### src/rtl/psfb_pkg.sv
`timescale 1ns/1ps
package psfb_pkg;

  // Effective phase shift: floor the demand, then limit it to one half-period.
  function automatic int shift_of(int demand, int floor_v, int half);
    int s;
    s = (demand < floor_v) ? floor_v : demand;
    if (s > half) s = half;
    return s;
  endfunction

  // Position of a leg inside the period once it is delayed by lag ticks.
  function automatic int lag_phase(int cnt, int lag, int period);
    return (cnt + period - lag) % period;
  endfunction

  // Subtraction that stops at zero.
  function automatic int sat_sub(int a, int b);
    return (a > b) ? (a - b) : 0;
  endfunction

endpackage

### src/rtl/psfb_leg.sv
`timescale 1ns/1ps
module psfb_leg #(
  parameter int CNT_W = 6,
  parameter int DT_W  = 8,
  parameter int HALF  = 32
) (
  input  logic [CNT_W-1:0] phase,
  input  logic [DT_W-1:0]  dt,
  output logic             drv_hi,
  output logic             drv_lo
);
  int ph;
  int gap;

  always_comb begin
    ph     = int'(phase);
    gap    = int'(dt);
    // High side: first half of the leg's phase, delayed by the dead time.
    drv_hi = (ph >= gap) && (ph < HALF);
    // Low side: second half of the leg's phase, delayed by the dead time.
    drv_lo = (ph >= HALF + gap);
  end
endmodule

### src/rtl/psfb_band_sel.sv
`timescale 1ns/1ps
module psfb_band_sel
  import psfb_pkg::*;
#(
  parameter int CS_W   = 10,
  parameter int NBAND  = 4,
  parameter int BAND_W = 2
) (
  input  logic                        clk,
  input  logic                        rst_n,
  input  logic [CS_W-1:0]             cs_code,
  input  logic [(NBAND-1)*CS_W-1:0]   band_thr,
  input  logic [CS_W-1:0]             band_hyst,
  output logic [BAND_W-1:0]           band
);
  logic [CS_W-1:0] thr_a [NBAND];
  logic [CS_W-1:0] fall_lvl;
  logic            step_up;
  logic            step_dn;

  for (genvar i = 0; i < NBAND - 1; i++) begin : g_thr
    assign thr_a[i] = band_thr[i*CS_W +: CS_W];
  end
  // The top band has nothing above it.
  assign thr_a[NBAND-1] = '1;

  always_comb begin
    fall_lvl = CS_W'(sat_sub(int'(thr_a[band - 1'b1]), int'(band_hyst)));
    step_up  = (band != BAND_W'(NBAND - 1)) && (cs_code >= thr_a[band]);
    step_dn  = (band != '0) && (cs_code < fall_lvl);
  end

  always_ff @(posedge clk) begin
    if (!rst_n)       band <= '0;
    else if (step_up) band <= band + 1'b1;
    else if (step_dn) band <= band - 1'b1;
  end

  AST_BAND_ONE_STEP: assert property (@(posedge clk) disable iff (!rst_n)
    (band != $past(band)) |->
      (band == $past(band) + 1'b1) || (band == $past(band) - 1'b1));
endmodule

### src/rtl/psfb_pwm.sv
`timescale 1ns/1ps
module psfb_pwm
  import psfb_pkg::*;
#(
  parameter int HALF_TICKS = 32,
  parameter int CS_W       = 10,
  parameter int DT_W       = 8,
  parameter int NBAND      = 4,
  localparam int PERIOD    = 2 * HALF_TICKS,
  localparam int CNT_W     = $clog2(PERIOD),
  localparam int SH_W      = $clog2(HALF_TICKS + 1),
  localparam int BAND_W    = $clog2(NBAND)
) (
  input  logic                       clk,
  input  logic                       rst_n,
  input  logic [SH_W-1:0]            duty_cmd,
  input  logic [SH_W-1:0]            min_on,
  input  logic [CS_W-1:0]            cs_code,
  input  logic [(NBAND-1)*CS_W-1:0]  band_thr,
  input  logic [CS_W-1:0]            band_hyst,
  input  logic [NBAND*DT_W-1:0]      dt_table,
  input  logic                       skip_req,
  input  logic                       ilim,
  output logic                       gate_a_hi,
  output logic                       gate_a_lo,
  output logic                       gate_b_hi,
  output logic                       gate_b_lo
);
  // Period timebase and settings that are held for one period.
  logic [CNT_W-1:0]  cnt_q;
  logic              run_q;
  logic              skip_q;
  logic              trunc_q;
  logic [SH_W-1:0]   on_q;
  logic [SH_W-1:0]   floor_q;
  logic [DT_W-1:0]   dt_q;
  logic [BAND_W-1:0] band;

  // Named internal events.
  logic              period_end;
  logic              half_end;
  logic              skip_next;
  logic              drive_en;
  logic              cut_now;
  logic [SH_W-1:0]   shift_next;
  logic [DT_W-1:0]   dt_sel;
  logic [1:0]        leg_hi;
  logic [1:0]        leg_lo;

  assign period_end = (cnt_q == CNT_W'(PERIOD - 1));
  assign half_end   = (cnt_q == CNT_W'(HALF_TICKS - 1));
  assign skip_next  = skip_req && (duty_cmd < min_on);
  assign shift_next = SH_W'(shift_of(int'(duty_cmd), int'(min_on), HALF_TICKS));
  assign dt_sel     = dt_table[int'(band)*DT_W +: DT_W];
  assign drive_en   = run_q && !skip_q;
  assign cut_now    = ilim || trunc_q;

  psfb_band_sel #(
    .CS_W   (CS_W),
    .NBAND  (NBAND),
    .BAND_W (BAND_W)
  ) u_band (
    .clk       (clk),
    .rst_n     (rst_n),
    .cs_code   (cs_code),
    .band_thr  (band_thr),
    .band_hyst (band_hyst),
    .band      (band)
  );

  always_ff @(posedge clk) begin
    if (!rst_n)          cnt_q <= '0;
    else if (period_end) cnt_q <= '0;
    else                 cnt_q <= cnt_q + 1'b1;
  end

  // Period-boundary latch: nothing changes inside a period.
  always_ff @(posedge clk) begin
    if (!rst_n) begin
      run_q   <= 1'b0;
      skip_q  <= 1'b0;
      on_q    <= '0;
      floor_q <= '0;
      dt_q    <= '0;
    end else if (period_end) begin
      run_q   <= 1'b1;
      skip_q  <= skip_next;
      on_q    <= shift_next;
      floor_q <= min_on;
      dt_q    <= dt_sel;
    end
  end

  // Peak-current cut holds to the end of the half-period it hit.
  always_ff @(posedge clk) begin
    if (!rst_n)                     trunc_q <= 1'b0;
    else if (half_end || period_end) trunc_q <= 1'b0;
    else                            trunc_q <= trunc_q || ilim;
  end

  // Leg 0 leads with no lag, leg 1 lags by the effective on-time.
  for (genvar g = 0; g < 2; g++) begin : g_leg
    logic [CNT_W-1:0] ph;
    assign ph = CNT_W'(lag_phase(int'(cnt_q), (g == 0) ? 0 : int'(on_q), PERIOD));
    psfb_leg #(
      .CNT_W (CNT_W),
      .DT_W  (DT_W),
      .HALF  (HALF_TICKS)
    ) u_leg (
      .phase  (ph),
      .dt     (dt_q),
      .drv_hi (leg_hi[g]),
      .drv_lo (leg_lo[g])
    );
  end

  always_ff @(posedge clk) begin
    if (!rst_n) begin
      gate_a_hi <= 1'b0;
      gate_a_lo <= 1'b0;
      gate_b_hi <= 1'b0;
      gate_b_lo <= 1'b0;
    end else begin
      gate_a_hi <= drive_en && leg_hi[0] && !cut_now;
      gate_a_lo <= drive_en && leg_lo[0] && !cut_now;
      gate_b_hi <= drive_en && leg_hi[1];
      gate_b_lo <= drive_en && leg_lo[1];
    end
  end

  AST_LEG_EXCLUSIVE: assert property (@(posedge clk) disable iff (!rst_n)
    !(gate_a_hi && gate_a_lo) && !(gate_b_hi && gate_b_lo));

  AST_DARK_FIRST_PERIOD: assert property (@(posedge clk) disable iff (!rst_n)
    !run_q |-> !(gate_a_hi || gate_a_lo || gate_b_hi || gate_b_lo));

  AST_ILIM_CUT: assert property (@(posedge clk) disable iff (!rst_n)
    ilim |=> !gate_a_hi && !gate_a_lo);

  AST_SKIP_DARK: assert property (@(posedge clk) disable iff (!rst_n)
    skip_q |=> !(gate_a_hi || gate_a_lo || gate_b_hi || gate_b_lo));

  AST_ON_FLOOR: assert property (@(posedge clk) disable iff (!rst_n)
    (run_q && !skip_q && (int'(floor_q) <= HALF_TICKS)) |-> (on_q >= floor_q));
endmodule

### config.mk
export PLATFORM = sky130hd
export DESIGN_NAME = psfb_pwm
export DESIGN_NICKNAME = d
export VERILOG_FILES = /design/src/rtl/psfb_pkg.sv /design/src/rtl/psfb_leg.sv /design/src/rtl/psfb_band_sel.sv /design/src/rtl/psfb_pwm.sv
export SDC_FILE = /design/constraint.sdc
export NUM_CORES = 1
export LEC_CHECK = 0
export CAP_MARGIN = 20
export CORE_MARGIN = 2
export CORE_UTILIZATION = 35
export CTS_CLUSTER_DIAMETER = 60
export DETAILED_ROUTE_END_ITERATION = 10
export GPL_TIMING_DRIVEN = 0
export HOLD_SLACK_MARGIN = 0.02
export PLACE_DENSITY = 0.62
export SLEW_MARGIN = 10
export SYNTH_ARGS = -nofsm -noshare
export SYNTH_HDL_FRONTEND = slang
export SYNTH_SLANG_ARGS = --single-unit
### constraint.sdc
create_clock -name clk -period 9.5 [get_ports clk]
set_input_delay 1.9 -clock clk [delete_from_list [all_inputs] [get_ports clk]]
set_output_delay 1.9 -clock clk [all_outputs]
set_load 0.01 [all_outputs]
== Word level (Yosys, flattened, before mapping) ==
Index checks and enable logic that the tools add are counted.

* Register bits: 29
* Input bits: 98
* Output and inout bits: 4
* Word-level logic and storage cells: 70

* $add $sub $neg: 7
* Magnitude comparators: 14
* Eq/ne operators: 3
* Shifts and indexed selects: 1
* Muxes and demuxes: 11
* Bitwise operators: 3
* Reduce and logical (&&, ||, !) cells: 20

{| class="wikitable"
|+ Operators by type and width
! cell !! count
|-
| >= comparator 7 x 32 -> 1 bit || 2
|-
| two-way mux 10 bit || 5
|-
| binary-select mux 10 bit (select 2 bit) || 2
|-
| indexed part select 32 x 6 -> 8 bit || 1
|-
| >= comparator 6 x 8 -> 1 bit || 2
|-
| adder 6 x 1 -> 6 bit (second input constant) || 2
|-
| logical AND 1 bit || 12
|-
| < comparator 6 bit || 2
|-
| < comparator 6 bit (second input constant) || 2
|-
| two-way mux 6 bit || 2
|-
| >= comparator 10 bit || 1
|-
| > comparator 10 bit || 1
|-
| < comparator 10 bit || 1
|-
| subtractor 10 bit || 1
|-
| adder 6 x 8 -> 9 bit (first input constant) || 1
|-
| == test 6 x 5 -> 1 bit (second input constant) || 1
|-
| == test 6 bit (second input constant) || 1
|-
| >= comparator 3 bit (second input constant) || 2
|-
| > comparator 6 bit (second input constant) || 1
|-
| NOT 2 -> 3 bit || 2
|-
| subtractor 6 bit || 1
|-
| two-way mux 2 bit || 2
|-
| nonzero test 2 bit || 2
|-
| OR reduction 2 bit || 2
|-
| 6 further kinds || 8
|}

== Longest topological paths before layout ==
* Depth after elaboration: 11
* Mapped depth: 21
* Mapped depth without buffers: 19

== Hierarchy ==
From an unflattened synthesis, not the netlist that was laid out.

* Cell total of the unflattened synthesis: 442
* Area, all modules: 3557.2 um^2

{| class="wikitable"
|+ By module, submodules not included
! module !! times used !! cells each !! area each (um^2) !! sequential area each (um^2)
|-
| psfb_pwm || 1 || 174 || 1581.5 || 540.5
|-
| psfb_band_sel || 1 || 202 || 1527.7 || 40.0
|-
| psfb_leg || 2 || 33 || 224.0 || 0.0
|}

== Worst setup path after synthesis ==
Ideal clock, no wire load.

* Path kind: input to register
* From: input band_thr[0]
* To: register u_band.band[1]
* Setup time: 0.128 ns
* Arrival time: 4.863 ns
* Setup slack: 4.509 ns
* Stages: 16
* Buffers on the path: 0
* Cell sequence: mux2i_1 -> a22o_1 -> ha_1 -> inv_1 -> fa_1 -> a21o_1 -> a221oi_2 -> o31a_4 -> a31oi_2 -> nand2_1 -> ha_1 -> a21o_1 -> a21o_1 -> a2111oi_2 -> a21oi_1 -> nand4b_1

* Cells in the longest elaborated chain, start to end: 8
* Elaborated cells between the ends (all ways): 15

{| class="wikitable"
|+ Ends and longest elaborated chain
! what !! RTL line !! source
|-
| start, declared || psfb_pwm.sv:19 || <nowiki>input logic [(NBAND-1)*CS_W-1:0] band_thr,</nowiki>
|-
| binary-select mux 10 bit (select 2 bit) || psfb_band_sel.sv:28 || <nowiki>fall_lvl = CS_W'(sat_sub(int'(thr_a[band - 1'b1]), int'(band_hyst)));</nowiki>
|-
| two-way mux 10 bit (not written as such) (2 in series) || psfb_band_sel.sv:28 ||
|-
| subtractor 10 bit / > comparator 10 bit (equally long branches) || psfb_pkg.sv:19 || <nowiki>return (a > b) ? (a - b) : 0;</nowiki>
|-
| two-way mux 10 bit || psfb_pkg.sv:19 ||
|-
| < comparator 10 bit || psfb_band_sel.sv:30 || <nowiki>step_dn = (band != '0) && (cs_code < fall_lvl);</nowiki>
|-
| logical AND 1 bit || psfb_band_sel.sv:30 ||
|-
| nonzero test 2 bit (no source line) || - ||
|-
| end signal, assigned || psfb_band_sel.sv:35 || <nowiki>else if (step_up) band <= band + 1'b1;</nowiki>
|-
| end signal, assigned || psfb_band_sel.sv:36 || <nowiki>else if (step_dn) band <= band - 1'b1;</nowiki>
|-
| end, declared || psfb_band_sel.sv:14 || <nowiki>output logic [BAND_W-1:0] band</nowiki>
|}

Parallel ways exist; a longest one is shown, timed or not. The select of a mux whose other input is x is not followed.
A chain may end at the register's enable or synchronous reset.

== Worst setup path after layout ==
* From: register u_band.band[1]
* To: register u_band.band[1]

* Cells in the longest elaborated chain, start to end: 10
* Elaborated cells between the ends (all ways): 22

{| class="wikitable"
|+ Ends and longest elaborated chain
! what !! RTL line
|-
| subtractor 2 x 1 -> 2 bit || psfb_band_sel.sv:28, psfb_band_sel.sv:36
|-
| NOT 2 -> 3 bit (not written as such) || psfb_band_sel.sv:28
|-
| binary-select mux 10 bit (select 2 bit) || psfb_band_sel.sv:28
|-
| two-way mux 10 bit (not written as such) (2 in series) || psfb_band_sel.sv:28
|-
| subtractor 10 bit / > comparator 10 bit (equally long branches) || psfb_pkg.sv:19
|-
| two-way mux 10 bit || psfb_pkg.sv:19
|-
| < comparator 10 bit || psfb_band_sel.sv:30
|-
| logical AND 1 bit || psfb_band_sel.sv:30
|-
| nonzero test 2 bit (no source line) || -
|}

Parallel ways exist; a longest one is shown, timed or not. The select of a mux whose other input is x is not followed.

==> metrics.yaml <==
pwr:
  power.total_mw: 0.796
  seq_power_share_pct: 16.8
  power.internal_mw: 0.444
  p_leak_nw: 1.88
  p_comb_share_pct: 70.8
  power.density_nw_per_um2: 173
  irDropWorstVdd_mv: 0.0872
  clockPowerShare_pct: 12.4
  p_sw_mw: 0.352
  swShare_pct: 44.2
placement:
  port_buffers: 101
  dpl_worst_slack_ns: 3.57
  gp_routability_congestion: 0.927
  dp_hpwl_um: 8060
critical_path:
  crit_path_max_incr_delay_ns: 0.59
  critPathLaunchType: "flip-flop"
  critical_path_peak_fanout: 10
  path_buf_inv: 5
  critPathSlowestCell: "a2111oi_2"
  crit_family: "compound AO/OA/AOI/OAI gates"
  critPathRequiredTime_ns: 9.65
  crit_arrival_ns: 5.90
  critPathKind: "flip-flop to flip-flop"
  path_common_cell: "ha_1"
  worstPathCellList: "clkbuf_1, inv_1, ha_1, clkbuf_1, buf_1, mux2i_1, a22oi_1, ha_1, buf_4, and3_1, a221oi_2, o31a_4, a31oi_2, nand2_1, ha_1, a21o_1, a21o_1, a2111oi_2, a21oi_1, nand4b_1"
  crit_path_end_kind: "flip-flop"
logic_synthesis:
  syn_area_um2: 3360
  synth_edf_count: 0
  ys.flop_type: "dfxtp_1"
  yosys_warnings: 0
  avgSynthCellArea_um2: 8.25
  ys_ff_latch: 29
  synth_async_sr_flop_share_pct: 0
  syn-num-nets: 564
  synthCells: 407
  yosys.area.top_type: "ha_1"
  synthDistinctLibCells: 49
  netlist_top_cells_count: "ha_1, nand2_1, inv_1, dfxtp_1, nor2_1"
  yosysMostFrequentCell: "ha_1"
  yosys-top-cells-area: "ha_1, dfxtp_1, mux4_2"
  synth_seq_area_share_pct: 17.3
  synth_top_area_share_pct: 21.2
clock_network:
  worstSkewPairLatency_ns: 0.28
  clk_pin_slew_ns: 0.06
  clockBufferDepth: 2
  cts_sinks: 29
  htreeDepth: 2
  tritoncts: "built"
  cts_root_buf: "clkbuf_8"
  post_cts_buffers: 0
  numCtsBuffers: 5
  cts_resized: 0
  holdBufCountCts: 0
die:
  core_area_um2: 9280
  dieArea_um2: 10400
  rows: 35
  fp.dieH_um: 102
  die_w_um: 102
  io_pins: 102
  start_util_pct: 36.2
timing:
  period_share_pct: 60.5
  finalSetupTns_ns: 0
  finalHoldViolations: 0
  final_max_slew_viol_count: 0
  setup_violations: 0
  max_clock_freq_mhz: 174
  rsz0062_at_grt: "false"
  fin_crit_ns: 5.75
  whs_ns: 0.463
  fin_skew_ns: 0.00949
  worstMarginPinSlew_ns: 0.813
  layout_setup_ws_ns: 3.75
  max-slew-margin-rel_pct: 45.3
detailed_routing:
  dr_wl_met2_um: 4860
  dr_wl_met3_um: 450
  routed_via_density: 5.11
  ant_nets: 0
  wl_um: 9450
  drt_iter0_markers: 95
  avgRoutedWirePerCell_um: 14.7
  dr.max_layer_used: "met4"
  dr.pass1.iters: 6
  drc_errors: 0
  wl_met1_um: 3990
  vias: 3298
grt:
  antenna_found_initial: 0
  grt_first_pass_wirelength_um: 15100
  grt_pass1_vias: 3307
  grt_util_all_layers_pct: 18.2
  grt_overflow: 0
  grt_start_max_net_pins: 11
worst_hold_path:
  hp-class: "flip-flop to flip-flop"
cells_and_area:
  fin_nets: 672
  diodes: 0
  drive_gt1_share_pct: 6.59
  postLayoutCoreUtil_pct: 49.7
  syn_to_final_growth_pct: 37.4
run_status:
  status: "completed"
run:
  max_cap_viol_count: 0
-- metrics by stage --
stage                     cells  cell area (µm²)
final                       645             4610
after global routing        645             4610
after CTS                   645             4610
after detailed placement    637             4530
after global placement      637             4530
after floorplan             407             3360
-- area by class of cell --
cell class                      instances  area (µm²)
Buffer                                 15        68.8
Clock buffer                            6        72.6
Clock inverter                          2        10.0
Fill cell                             899        4670
Inverter                               36         135
Multi-Input combinational cell        327        2570
Sequential cell                        29         581
Tap cell                              129         161
Timing Repair Buffer                  101        1010
-- logic make-up after synthesis --
family          Yosys count  share of synthesized area, %
simple gates            129                          17.7
mux                      29                          12.0
flops                    29                          17.3
compound gates           95                          20.7
buf+inv                  51                          6.07
fa+ha+maj                59                          22.4
xor+xnor                 15                          3.91
-- cells in the final DEF, fill, tap and decap left out, types with 10 or more instances in the layout --
master,count
nand2_1,48
mux2i_1,12
clkdlybuf4s50_1,101
inv_1,36
nor2_1,28
clkbuf_1,12
ha_1,57
dfxtp_1,29
a21oi_1,18
nand3_1,19
o21ai_0,12
a21boi_0,10
a21o_1,12
-- final timing paths --
| check | end | slack [ns] | from | depth (start not counted) |
|---|---|---|---|---|
| setup / recovery | u_band.band[1] | 3.75 | u_band.band[1] | 20 |
| hold / removal | dt_q[1] | 0.46 | dt_q[1] | 2 |
| setup reg to reg | u_band.band[1] | 3.75 | u_band.band[1] | 20 |
| hold reg to reg | dt_q[1] | 0.46 | dt_q[1] | 2 |
-- per-layer routing --
layer,global-route usage (%),vias up
li1,-,1692
met1,21.7,1512
met2,34.1,81
met3,2.39,13
met4,4.92,0
met5,0,-
-- state kept, by name, summed over array words and instances, names as in the netlist --
signal / cells
cnt_q: 6
run_q: 1
gate_a_hi: 1
gate_b_lo: 1
gate_b_hi: 1
skip_q: 1
u_band.band: 2
gate_a_lo: 1
trunc_q: 1
on_q: 6
dt_q: 8
-- worst register-to-register path, stage by stage (launching register included) --
cell,delay (ns)
dfxtp_1,0.42
clkbuf_1,0.47
inv_1,0.12
ha_1,0.29
clkbuf_1,0.30
buf_1,0.54
mux2i_1,0.25
a22oi_1,0.12
ha_1,0.32
buf_4,0.14
and3_1,0.18
a221oi_2,0.09
o31a_4,0.32
a31oi_2,0.37
nand2_1,0.11
ha_1,0.31
a21o_1,0.16
a21o_1,0.18
a2111oi_2,0.59
a21oi_1,0.14
nand4b_1,0.18
-- power groups by stage --
stage	clock network [mW]	registers, mW	logic, mW
3_5_place_dp	0	0.137	0.563
4_1_cts	0.0997	0.134	0.565
3_3_place_gp	0	0.136	0.550
5_1_grt	0.106	0.135	0.627
6_report	0.0987	0.134	0.564
2_1_floorplan	0	0.134	0.418
Note: power is estimated with default switching activity, not from simulation.
